===== src/rtl/wsbus_pkg.sv =====
package wsbus_pkg;
  typedef enum logic [1:0] {
    ST_IDLE   = 2'd0,
    ST_SETUP  = 2'd1,
    ST_STROBE = 2'd2,
    ST_HOLD   = 2'd3
  } wsb_state_e;

  localparam int SPC_XDATA = 0;
  localparam int SPC_YDATA = 1;
  localparam int SPC_PROG  = 2;
  localparam int SPC_IO    = 3;
endpackage


===== src/rtl/wsbus_cfg.sv =====
module wsbus_cfg #(
  parameter int NUM_SPACES = 4,
  parameter int WS_W       = 4,
  localparam int SP_W      = $clog2(NUM_SPACES),
  localparam int CFG_W     = NUM_SPACES * WS_W
) (
  input  logic             clk,
  input  logic             rst,
  input  logic             we,
  input  logic [CFG_W-1:0] wdata,
  output logic [CFG_W-1:0] rdata,
  input  logic [SP_W-1:0]  look_space,
  output logic [WS_W-1:0]  look_ws
);
  logic [WS_W-1:0] field_q [NUM_SPACES];

  for (genvar g = 0; g < NUM_SPACES; g++) begin : g_field
    always_ff @(posedge clk) begin
      if (rst) field_q[g] <= '1;
      else if (we) field_q[g] <= wdata[g*WS_W +: WS_W];
    end
    assign rdata[g*WS_W +: WS_W] = field_q[g];
  end

  assign look_ws = field_q[look_space];


  cfg_reset_chk: assert property (@(posedge clk) rst |=> (rdata == '1));

  cfg_load_chk: assert property (@(posedge clk) disable iff (rst)
    we |=> (rdata == $past(wdata)));
endmodule


===== src/rtl/wsbus_seq.sv =====
module wsbus_seq
  import wsbus_pkg::*;
#(
  parameter int ADDR_W     = 16,
  parameter int DATA_W     = 24,
  parameter int WS_W       = 4,
  parameter int NUM_SPACES = 4,
  localparam int SP_W      = $clog2(NUM_SPACES)
) (
  input  logic              clk,
  input  logic              rst,
  input  logic              req_valid,
  output logic              req_ready,
  input  logic [SP_W-1:0]   req_space,
  input  logic [ADDR_W-1:0] req_addr,
  input  logic [DATA_W-1:0] req_wdata,
  input  logic              req_write,
  input  logic [WS_W-1:0]   req_ws,
  input  logic              bus_wait,
  input  logic [DATA_W-1:0] bus_din,
  output wsb_state_e        st_q,
  output logic [SP_W-1:0]   space_q,
  output logic [ADDR_W-1:0] addr_q,
  output logic [DATA_W-1:0] wdata_q,
  output logic              write_q,
  output logic              rsp_done,
  output logic [DATA_W-1:0] rsp_rdata
);
  logic [WS_W-1:0] cnt_q;

  assign req_ready = (st_q == ST_IDLE);

  always_ff @(posedge clk) begin
    if (rst) begin
      st_q      <= ST_IDLE;
      cnt_q     <= '0;
      space_q   <= '0;
      addr_q    <= '0;
      wdata_q   <= '0;
      write_q   <= 1'b0;
      rsp_done  <= 1'b0;
      rsp_rdata <= '0;
    end else begin
      rsp_done <= 1'b0;
      unique case (st_q)
        ST_IDLE: begin
          if (req_valid) begin
            space_q <= req_space;
            addr_q  <= req_addr;
            wdata_q <= req_wdata;
            write_q <= req_write;
            cnt_q   <= req_ws;
            st_q    <= ST_SETUP;
          end
        end
        ST_SETUP: st_q <= ST_STROBE;
        ST_STROBE: begin
          if (cnt_q != '0) begin
            cnt_q <= cnt_q - 1'b1;
          end else if (!bus_wait) begin
            rsp_done <= 1'b1;
            if (!write_q) rsp_rdata <= bus_din;
            st_q <= write_q ? ST_HOLD : ST_IDLE;
          end
        end
        ST_HOLD: st_q <= ST_IDLE;
        default: st_q <= ST_IDLE;
      endcase
    end
  end


  wait_stretch_chk: assert property (@(posedge clk) disable iff (rst)
    (st_q == ST_STROBE && bus_wait) |=> (st_q == ST_STROBE));

  setup_first_chk: assert property (@(posedge clk) disable iff (rst)
    $rose(st_q == ST_STROBE) |-> $past(st_q == ST_SETUP));

  done_pulse_chk: assert property (@(posedge clk) disable iff (rst)
    rsp_done |=> !rsp_done);

  done_after_strobe_chk: assert property (@(posedge clk) disable iff (rst)
    rsp_done |-> $past(st_q == ST_STROBE));

  hold_write_chk: assert property (@(posedge clk) disable iff (rst)
    (st_q == ST_HOLD) |-> write_q);
endmodule


===== src/rtl/wsbus_drv.sv =====
module wsbus_drv
  import wsbus_pkg::*;
#(
  parameter int ADDR_W     = 16,
  parameter int DATA_W     = 24,
  parameter int NUM_SPACES = 4,
  localparam int SP_W      = $clog2(NUM_SPACES)
) (
  input  logic                  clk,
  input  logic                  rst,
  input  wsb_state_e            st_q,
  input  logic [SP_W-1:0]       space_q,
  input  logic [ADDR_W-1:0]     addr_q,
  input  logic [DATA_W-1:0]     wdata_q,
  input  logic                  write_q,
  output logic [ADDR_W-1:0]     bus_addr,
  output logic [NUM_SPACES-1:0] bus_sel,
  output logic                  bus_rd,
  output logic                  bus_wr,
  output logic [DATA_W-1:0]     bus_dout,
  output logic                  bus_doe
);
  logic active;

  assign active   = (st_q != ST_IDLE);
  assign bus_rd   = (st_q == ST_STROBE) && !write_q;
  assign bus_wr   = (st_q == ST_STROBE) && write_q;
  assign bus_doe  = active && write_q;
  assign bus_addr = addr_q;
  assign bus_dout = wdata_q;

  for (genvar g = 0; g < NUM_SPACES; g++) begin : g_sel
    assign bus_sel[g] = active && (space_q == SP_W'(g));
  end


  strobe_excl_chk: assert property (@(posedge clk) disable iff (rst)
    !(bus_rd && bus_wr));

  sel_onehot_chk: assert property (@(posedge clk) disable iff (rst)
    $onehot0(bus_sel));

  doe_release_chk: assert property (@(posedge clk) disable iff (rst)
    $fell(bus_doe) |-> $past(!bus_wr));

  rd_no_drive_chk: assert property (@(posedge clk) disable iff (rst)
    bus_rd |-> !bus_doe);
endmodule


===== src/rtl/wsbus_ctrl.sv =====
module wsbus_ctrl
  import wsbus_pkg::*;
#(
  parameter int ADDR_W     = 16,
  parameter int DATA_W     = 24,
  parameter int WS_W       = 4,
  parameter int NUM_SPACES = 4,
  localparam int SP_W      = $clog2(NUM_SPACES),
  localparam int CFG_W     = NUM_SPACES * WS_W
) (
  input  logic                  clk,
  input  logic                  rst,
  input  logic                  cfg_we,
  input  logic [CFG_W-1:0]      cfg_wdata,
  output logic [CFG_W-1:0]      cfg_rdata,
  input  logic                  req_valid,
  output logic                  req_ready,
  input  logic [SP_W-1:0]       req_space,
  input  logic [ADDR_W-1:0]     req_addr,
  input  logic [DATA_W-1:0]     req_wdata,
  input  logic                  req_write,
  output logic                  rsp_done,
  output logic [DATA_W-1:0]     rsp_rdata,
  output logic [ADDR_W-1:0]     bus_addr,
  output logic [NUM_SPACES-1:0] bus_sel,
  output logic                  bus_rd,
  output logic                  bus_wr,
  input  logic                  bus_wait,
  input  logic [DATA_W-1:0]     bus_din,
  output logic [DATA_W-1:0]     bus_dout,
  output logic                  bus_doe
);
  logic [WS_W-1:0]   sel_ws;
  wsb_state_e        st_q;
  logic [SP_W-1:0]   space_q;
  logic [ADDR_W-1:0] addr_q;
  logic [DATA_W-1:0] wdata_q;
  logic              write_q;

  wsbus_cfg #(.NUM_SPACES(NUM_SPACES), .WS_W(WS_W)) u_cfg (
    .clk(clk), .rst(rst), .we(cfg_we), .wdata(cfg_wdata), .rdata(cfg_rdata),
    .look_space(req_space), .look_ws(sel_ws)
  );

  wsbus_seq #(.ADDR_W(ADDR_W), .DATA_W(DATA_W), .WS_W(WS_W),
              .NUM_SPACES(NUM_SPACES)) u_seq (
    .clk(clk), .rst(rst), .req_valid(req_valid), .req_ready(req_ready),
    .req_space(req_space), .req_addr(req_addr), .req_wdata(req_wdata),
    .req_write(req_write), .req_ws(sel_ws), .bus_wait(bus_wait),
    .bus_din(bus_din), .st_q(st_q), .space_q(space_q), .addr_q(addr_q),
    .wdata_q(wdata_q), .write_q(write_q), .rsp_done(rsp_done),
    .rsp_rdata(rsp_rdata)
  );

  wsbus_drv #(.ADDR_W(ADDR_W), .DATA_W(DATA_W), .NUM_SPACES(NUM_SPACES)) u_drv (
    .clk(clk), .rst(rst), .st_q(st_q), .space_q(space_q), .addr_q(addr_q),
    .wdata_q(wdata_q), .write_q(write_q), .bus_addr(bus_addr),
    .bus_sel(bus_sel), .bus_rd(bus_rd), .bus_wr(bus_wr),
    .bus_dout(bus_dout), .bus_doe(bus_doe)
  );


  ready_idle_chk: assert property (@(posedge clk) disable iff (rst)
    (bus_rd || bus_wr) |-> !req_ready);
endmodule


===== config.mk =====
export PLATFORM = sky130hd
export DESIGN_NAME = wsbus_ctrl
export DESIGN_NICKNAME = d
export VERILOG_FILES = /design/src/rtl/wsbus_pkg.sv /design/src/rtl/wsbus_cfg.sv /design/src/rtl/wsbus_seq.sv /design/src/rtl/wsbus_drv.sv /design/src/rtl/wsbus_ctrl.sv
export SDC_FILE = /design/constraint.sdc
export NUM_CORES = 1
export LEC_CHECK = 0
export BUFFER_PORTS_ARGS = -buffer_cell sky130_fd_sc_hd__clkbuf_2
export CORE_MARGIN = 5
export CORE_UTILIZATION = 40
export CTS_BUF_LIST = sky130_fd_sc_hd__clkbuf_2 sky130_fd_sc_hd__clkbuf_4 sky130_fd_sc_hd__clkbuf_8
export DETAILED_ROUTE_END_ITERATION = 7
export PLACE_DENSITY = 0.69
export SYNTH_ARGS = -nofsm -noshare
export SYNTH_HDL_FRONTEND = slang
export SYNTH_SLANG_ARGS = --single-unit
export TNS_END_PERCENT = 100

===== constraint.sdc =====
create_clock -name clk -period 5.37 [get_ports clk]
set_input_delay 0 -clock clk [delete_from_list [all_inputs] [get_ports clk]]
set_output_delay 0 -clock clk [all_outputs]
set_load 0.01 [all_outputs]

---- Yosys cells after proc, flatten, opt, wreduce, memory -nomap -nowiden ----
Memories as Yosys holds them, arrays and structs flattened.
Cells that the tools add are included.
W data, S select, Z words.
word-level totals
  bits in registers ....................... 74
  RAM bits ................................ 16
  input port bits ......................... 88
  output and inout bits ................... 89
  word-level logic and storage cells ...... 64
  memories kept ........................... 1
memory list
  name           words  width  rd ports  clocked after Yosys merged registers in  wr ports  line             RTL
  u_cfg.field_q  4      4      5         0                                        4         wsbus_cfg.sv:15  logic [WS_W-1:0] field_q [NUM_SPACES];
operators by class
  add/sub/neg operators ................... 1
  equality and inequality tests ........... 10
  mux-type cells .......................... 18
  bitwise gates (word level) .............. 8
  reductions and logical operators ........ 18
operator list
  kind                   count
  $mux W4                6
  $eq A2 B2 Y1 const B   4
  $mux W2                4
  $ne A2 B2 Y1 const B   4
  $pmux W2 S4            1
  $pmux W4 S2            1
  $logic_and A1 B1 Y1    7
  $mux W1                6
  $reduce_and A3 Y1      2
  $eq A2 B1 Y1 const B   2
  $logic_not A2 Y1       2
  $not A1 Y1             4
  $or A1 B1 Y1           4
  $reduce_and A4 Y1      1
  $reduce_bool A2 Y1     2
  $reduce_bool A4 Y1     1
  $sub A4 B1 Y4 const B  1
  $reduce_or A3 Y1       1
  $reduce_and A2 Y1      1
  $logic_not A1 Y1       1

---- Longest topological paths before layout ----
  depth in word-level cells ............... 4
  gate-level depth with buffers ........... 8
  gate-level depth less buffers ........... 6

---- Cells and area by module ----
A second synthesis with hierarchy kept.
second synthesis, totals
  cells, all modules ...................... 425
  area total of the unflattened synthesis .. 3941.3 sq um
by module, submodules not included
  module     times used  cells an instance  area an instance (sq um)  sequential area each (sq um)
  wsbus_seq  1           337                2840.2                    1481.4
  wsbus_cfg  1           39                 747.0                     480.5
  wsbus_drv  1           49                 354.1                     0.0

---- Least setup slack after synthesis ----
Ideal clock, no wire load.
  kind .................................... flip-flop to flip-flop
  from .................................... register u_seq.cnt_q[0]
  to ...................................... register u_seq.cnt_q[3]
  arrival ................................. 1790 ps
  required time ........................... 5296 ps
  slack ................................... 3505 ps
  cell stages (with the launch flop) ...... 8
  path buffers ............................ 1
  path through ............................ dfxtp_1 inv_1 ha_1 nor4bb_1 or3_1 buf_2 or4_1 a31oi_1
on the way
  longest elaborated chain between the ends .. 3
  elaborated cells between the ends (all ways) .. 6
ends and longest elaborated chain
  element                                              line                              RTL
  from (decl)                                          wsbus_seq.sv:29                   logic [WS_W-1:0] cnt_q;
  from (signal assigned)                               wsbus_seq.sv:52                   cnt_q <= req_ws;
  from (signal assigned)                               wsbus_seq.sv:59                   cnt_q <= cnt_q - 1'b1;
  $sub A4 B1 Y4 or $reduce_bool A4 Y1 (tied branches)  wsbus_seq.sv:59, wsbus_seq.sv:58
  $mux W4 or $ne A2 B2 Y1 (tied branches)              --
  $pmux W4 S2 or $reduce_and A3 Y1 (tied branches)     --
Parallel ways exist; a longest one is shown, timed or not. The select of a mux whose other input is x is not followed.
A chain may end at the register's enable or synchronous reset.

---- Worst setup path in the final report ----
  from .................................... register u_seq.cnt_q[0]
  to ...................................... register u_seq.rsp_rdata[3]
on the way
  longest elaborated chain between the ends .. 3
ends and longest elaborated chain
  element                      line             RTL
  $reduce_bool A4 Y1           wsbus_seq.sv:58  if (cnt_q != '0) begin
  $not A1 Y1 (no line)         --
  $reduce_and A4 Y1 (no line)  --
  to (signal assigned)         wsbus_seq.sv:62  if (!write_q) rsp_rdata <= bus_din;
  to (decl)                    wsbus_seq.sv:27  output logic [DATA_W-1:0] rsp_rdata
Every way passes these cells.

==> metrics.md <==
| Metric | Value |
|---|---|
| Slew Viols, Final | `0` |
| Synth top area share | `0.434` |
| Crit path DAT | `2330 ps` |
| Crit path time final | `2150 ps` |
| Crit-path cells | `inv_1 -> ha_1 -> or4b_4 -> or3_1 -> nand2_1 -> a21oi_1` |
| Clock sink count | `90` |
| Rows | `33` |
| Later-pin clock latency in the skew report | `340 ps` |
| Final Hold Viols | `0` |
| Final HPWL DP | `6500 um` |
| Clock share of power | `0.313` |
| Routing usage on met1 | `0.226` |
| CTS tree | `built` |
| Io pins | `177` |
| Main synth FF type | `dfxtp_1` |
| Final #Nets | `727` |
| Achievable Freq | `0.466 GHz` |
| Dominant cell type by area after synthesis | `dfxtp_1` |
| Gr ovfl total | `0` |
| Setup violators final | `0` |
| Starting density of the core | `0.414` |
| Switching power share of the total | `0.255` |
| Clock buffer count from CTS | `9` |
| Max rail drop VDD | `130 uV` |
| Setup tns final | `0 ps` |
| Slowest CP cell | `or3_1` |
| Crit share post-route | `0.400` |
| Fill cells | `673` |
| Pre-antenna DRT Iters | `4` |
| Worst Path Required | `5550 ps` |
| Gpl congestion | `0.801` |
| Largest net degree at the start of global routing | `78` |
| WP buf/inv | `1` |
| Status | `finished, final reports clean` |
| Power, Total | `1.45 mW` |
| Count leader, synth | `nand2_1` |
| Met3 Track Usage GR | `0.0403` |
| Cell area after synthesis | `3420 sq um` |
| Diode count | `0` |
| Slew HR | `0.350` |
| Total core area | `8260 sq um` |
| Initial DRC count | `190` |
| Multi-input gate area | `1310 sq um` |
| Worst setup EP type | `flip-flop` |
| Routed Antenna Nets | `0` |
| Ys Warns | `0` |
| Area contributors post-synth | `dfxtp_1, nand2_1, edfxtp_1` |
| Initial antenna violation count | `0` |
| CP peak stage delay | `660 ps` |
| Pwr Density | `271 nW/um^2` |
| Vias/cell | `4.66` |
| Drt total wl | `10300 um` |
| H-tree Lvls | `3` |
| Leakage Power | `2.35 nW` |
| Async set-reset flop share out of synthesis | `0` |
| Clk Tree Root Cell | `clkbuf_8` |
| Routing usage on met2 | `0.349` |
| RSZ-0062 raised after global routing | `no` |
| Yosys reg bits | `90` |
| WL per Instance | `13.7 um` |
| Via count | `3484` |
| Seq pwr share | `0.517` |
| Port Buffer Count | `176` |
| First-pass GRT wire length | `16400 um` |
| MaxCap Viol Count | `0` |
| Gate power share | `0.170` |
| Buffer depth of the longest clock path | `2` |
| Chip Width | `102 um` |
| Drc violations | `0` |
| Startpoint types | `flip-flop` |
| Gr usage total | `0.196` |
| Die H | `102 um` |
| Setup CP Type | `flip-flop to flip-flop` |
| Worst hold path class | `input pin to flip-flop` |
| Area grow syn2layout | `57.2%` |
| Post-CTS Setup Inserts | `0` |
| Post-Route Skew | `13.0 ps` |
| Syn Area/Cell | `8.78 sq um` |
| CP Max Fanout | `24` |
| GRT busiest layer | `met2` |
| Least-Margin Pin Slew | `974 ps` |
| Count of cell types in the netlist | `28` |
| Cells after synthesis | `389` |
| Vias in the first global route | `3535` |
| Seq/Total Area, Yosys | `0.574` |
| Share of layout cells above drive strength 1 | `0.315` |
| Switching power | `371 uW` |
| Internal power | `1.08 mW` |
| Post-synth net total | `478` |
| Post-synth EDFFs | `16` |
| Critical path's top delay family | `simple AND/OR/NAND/NOR gates` |
| Synth top cells by count | `nand2_1, dfxtp_1, a21oi_1, nand2b_1, edfxtp_1` |
| Register area | `1960 sq um` |
| Clk slew on worst S/H paths | `90 ps` |
| Die ar. | `10500 sq um` |
## stage by stage
step | setup WS (ps) | util | instance area (sq um) | hold WS, ps | instances
global route | 3060 | 0.650 | 5370 | 306 | 747
detailed placement | 3230 | 0.524 | 4320 | 228 | 647
global placement | 3270 | 0.524 | 4320 | 223 | 647
CTS | 3230 | 0.650 | 5370 | 259 | 747
floorplan | 3510 | - | 3420 | 103 | 389
finish | 3220 | 0.650 | 5370 | 276 | 747
## worst reg2reg max path: stages (launching register included)
cell,delay (ps)
dfxtp_1,330
inv_1,60
ha_1,180
or4b_4,500
or3_1,660
nand2_1,180
a21oi_1,80
## power groups by stage
stage	Clock, mW	Combinational, mW	Sequential (mW)
after floorplan	0	0.0959	0.778
after global placement	0	0.193	0.765
after detailed placement	0	0.197	0.767
after CTS	0.476	0.246	0.751
after global routing	0.500	0.272	0.757
final	0.456	0.246	0.751
## cell type report
class                      count  area share
multi-input combinational    268       0.244
tap                          105      0.0245
timing repair buffer         264       0.327
sequential                    90       0.365
clock buffer                  11      0.0270
clock inverter                 4     0.00955
inverter                       5     0.00349
## sequential cells by signal, indices dropped and copies added, names as in the netlist
signal	count
u_seq.space_q	2
u_cfg.field_q	16
u_seq.rsp_done	1
u_seq.cnt_q	4
u_seq.rsp_rdata	24
u_seq.addr_q	16
u_seq.st_q	2
u_seq.wdata_q	24
u_seq.write_q	1
## final timing paths
| path | start | end | slack, ps | cells after the start |
|---|---|---|---|---|
| worst max register to register | u_seq.cnt_q[0] | u_seq.rsp_rdata[3] | 3220 | 6 |
| worst max-delay path | u_seq.cnt_q[0] | u_seq.rsp_rdata[3] | 3220 | 6 |
| worst min-delay path | cfg_we | u_cfg.field_q[2][2] | 280 | 3 |
| worst min register to register | u_seq.addr_q[6] | u_seq.addr_q[6] | 460 | 2 |
## kinds of logic after synthesis
family,Yosys count,synth area share
flip-flops,90,0.574
buffers and inverters,31,0.0432
multiplexers,4,0.0264
AND/OR/NAND/NOR,185,0.235
AO/OA/AOI/OAI,78,0.118
adder cells (fa/ha/maj),1,0.00366
## metal layers
metal  part of all wire  wire, um
met1               0.39      4010
met4              0.026       264
met3              0.070       715
met2               0.51      5270
met5                  0         0
## what timing repair did
action,CTS,global route
hold endpoints to repair,85,0
hold buffers,85,0
resized for setup,0,0
## cells in the final DEF, fill, tap and decap left out, drive strengths merged
cell / Yosys / final
clkbuf: 15 / 187
nand2: 139 / 139
dlygate4sd3: 0 / 85
dfxtp: 74 / 74
a21oi: 70 / 70
nand2b: 17 / 17
edfxtp: 16 / 16
nor2: 9 / 9
inv: 5 / 6
nor3: 5 / 5
or3: 4 / 4
mux4: 4 / 4
o21ai: 3 / 3
buf: 11 / 3
nor3b: 2 / 2
nor2b: 2 / 2
a31oi: 2 / 2
a211oi: 2 / 2
clkinvlp: 0 / 2
and2: 2 / 2
or2: 1 / 1
and3b: 1 / 1
or4b: 1 / 1
nor4bb: 1 / 1
or4: 1 / 1
o41ai: 1 / 1
ha: 1 / 1
bufinv: 0 / 1
Power figures use the tool's default switching activity.
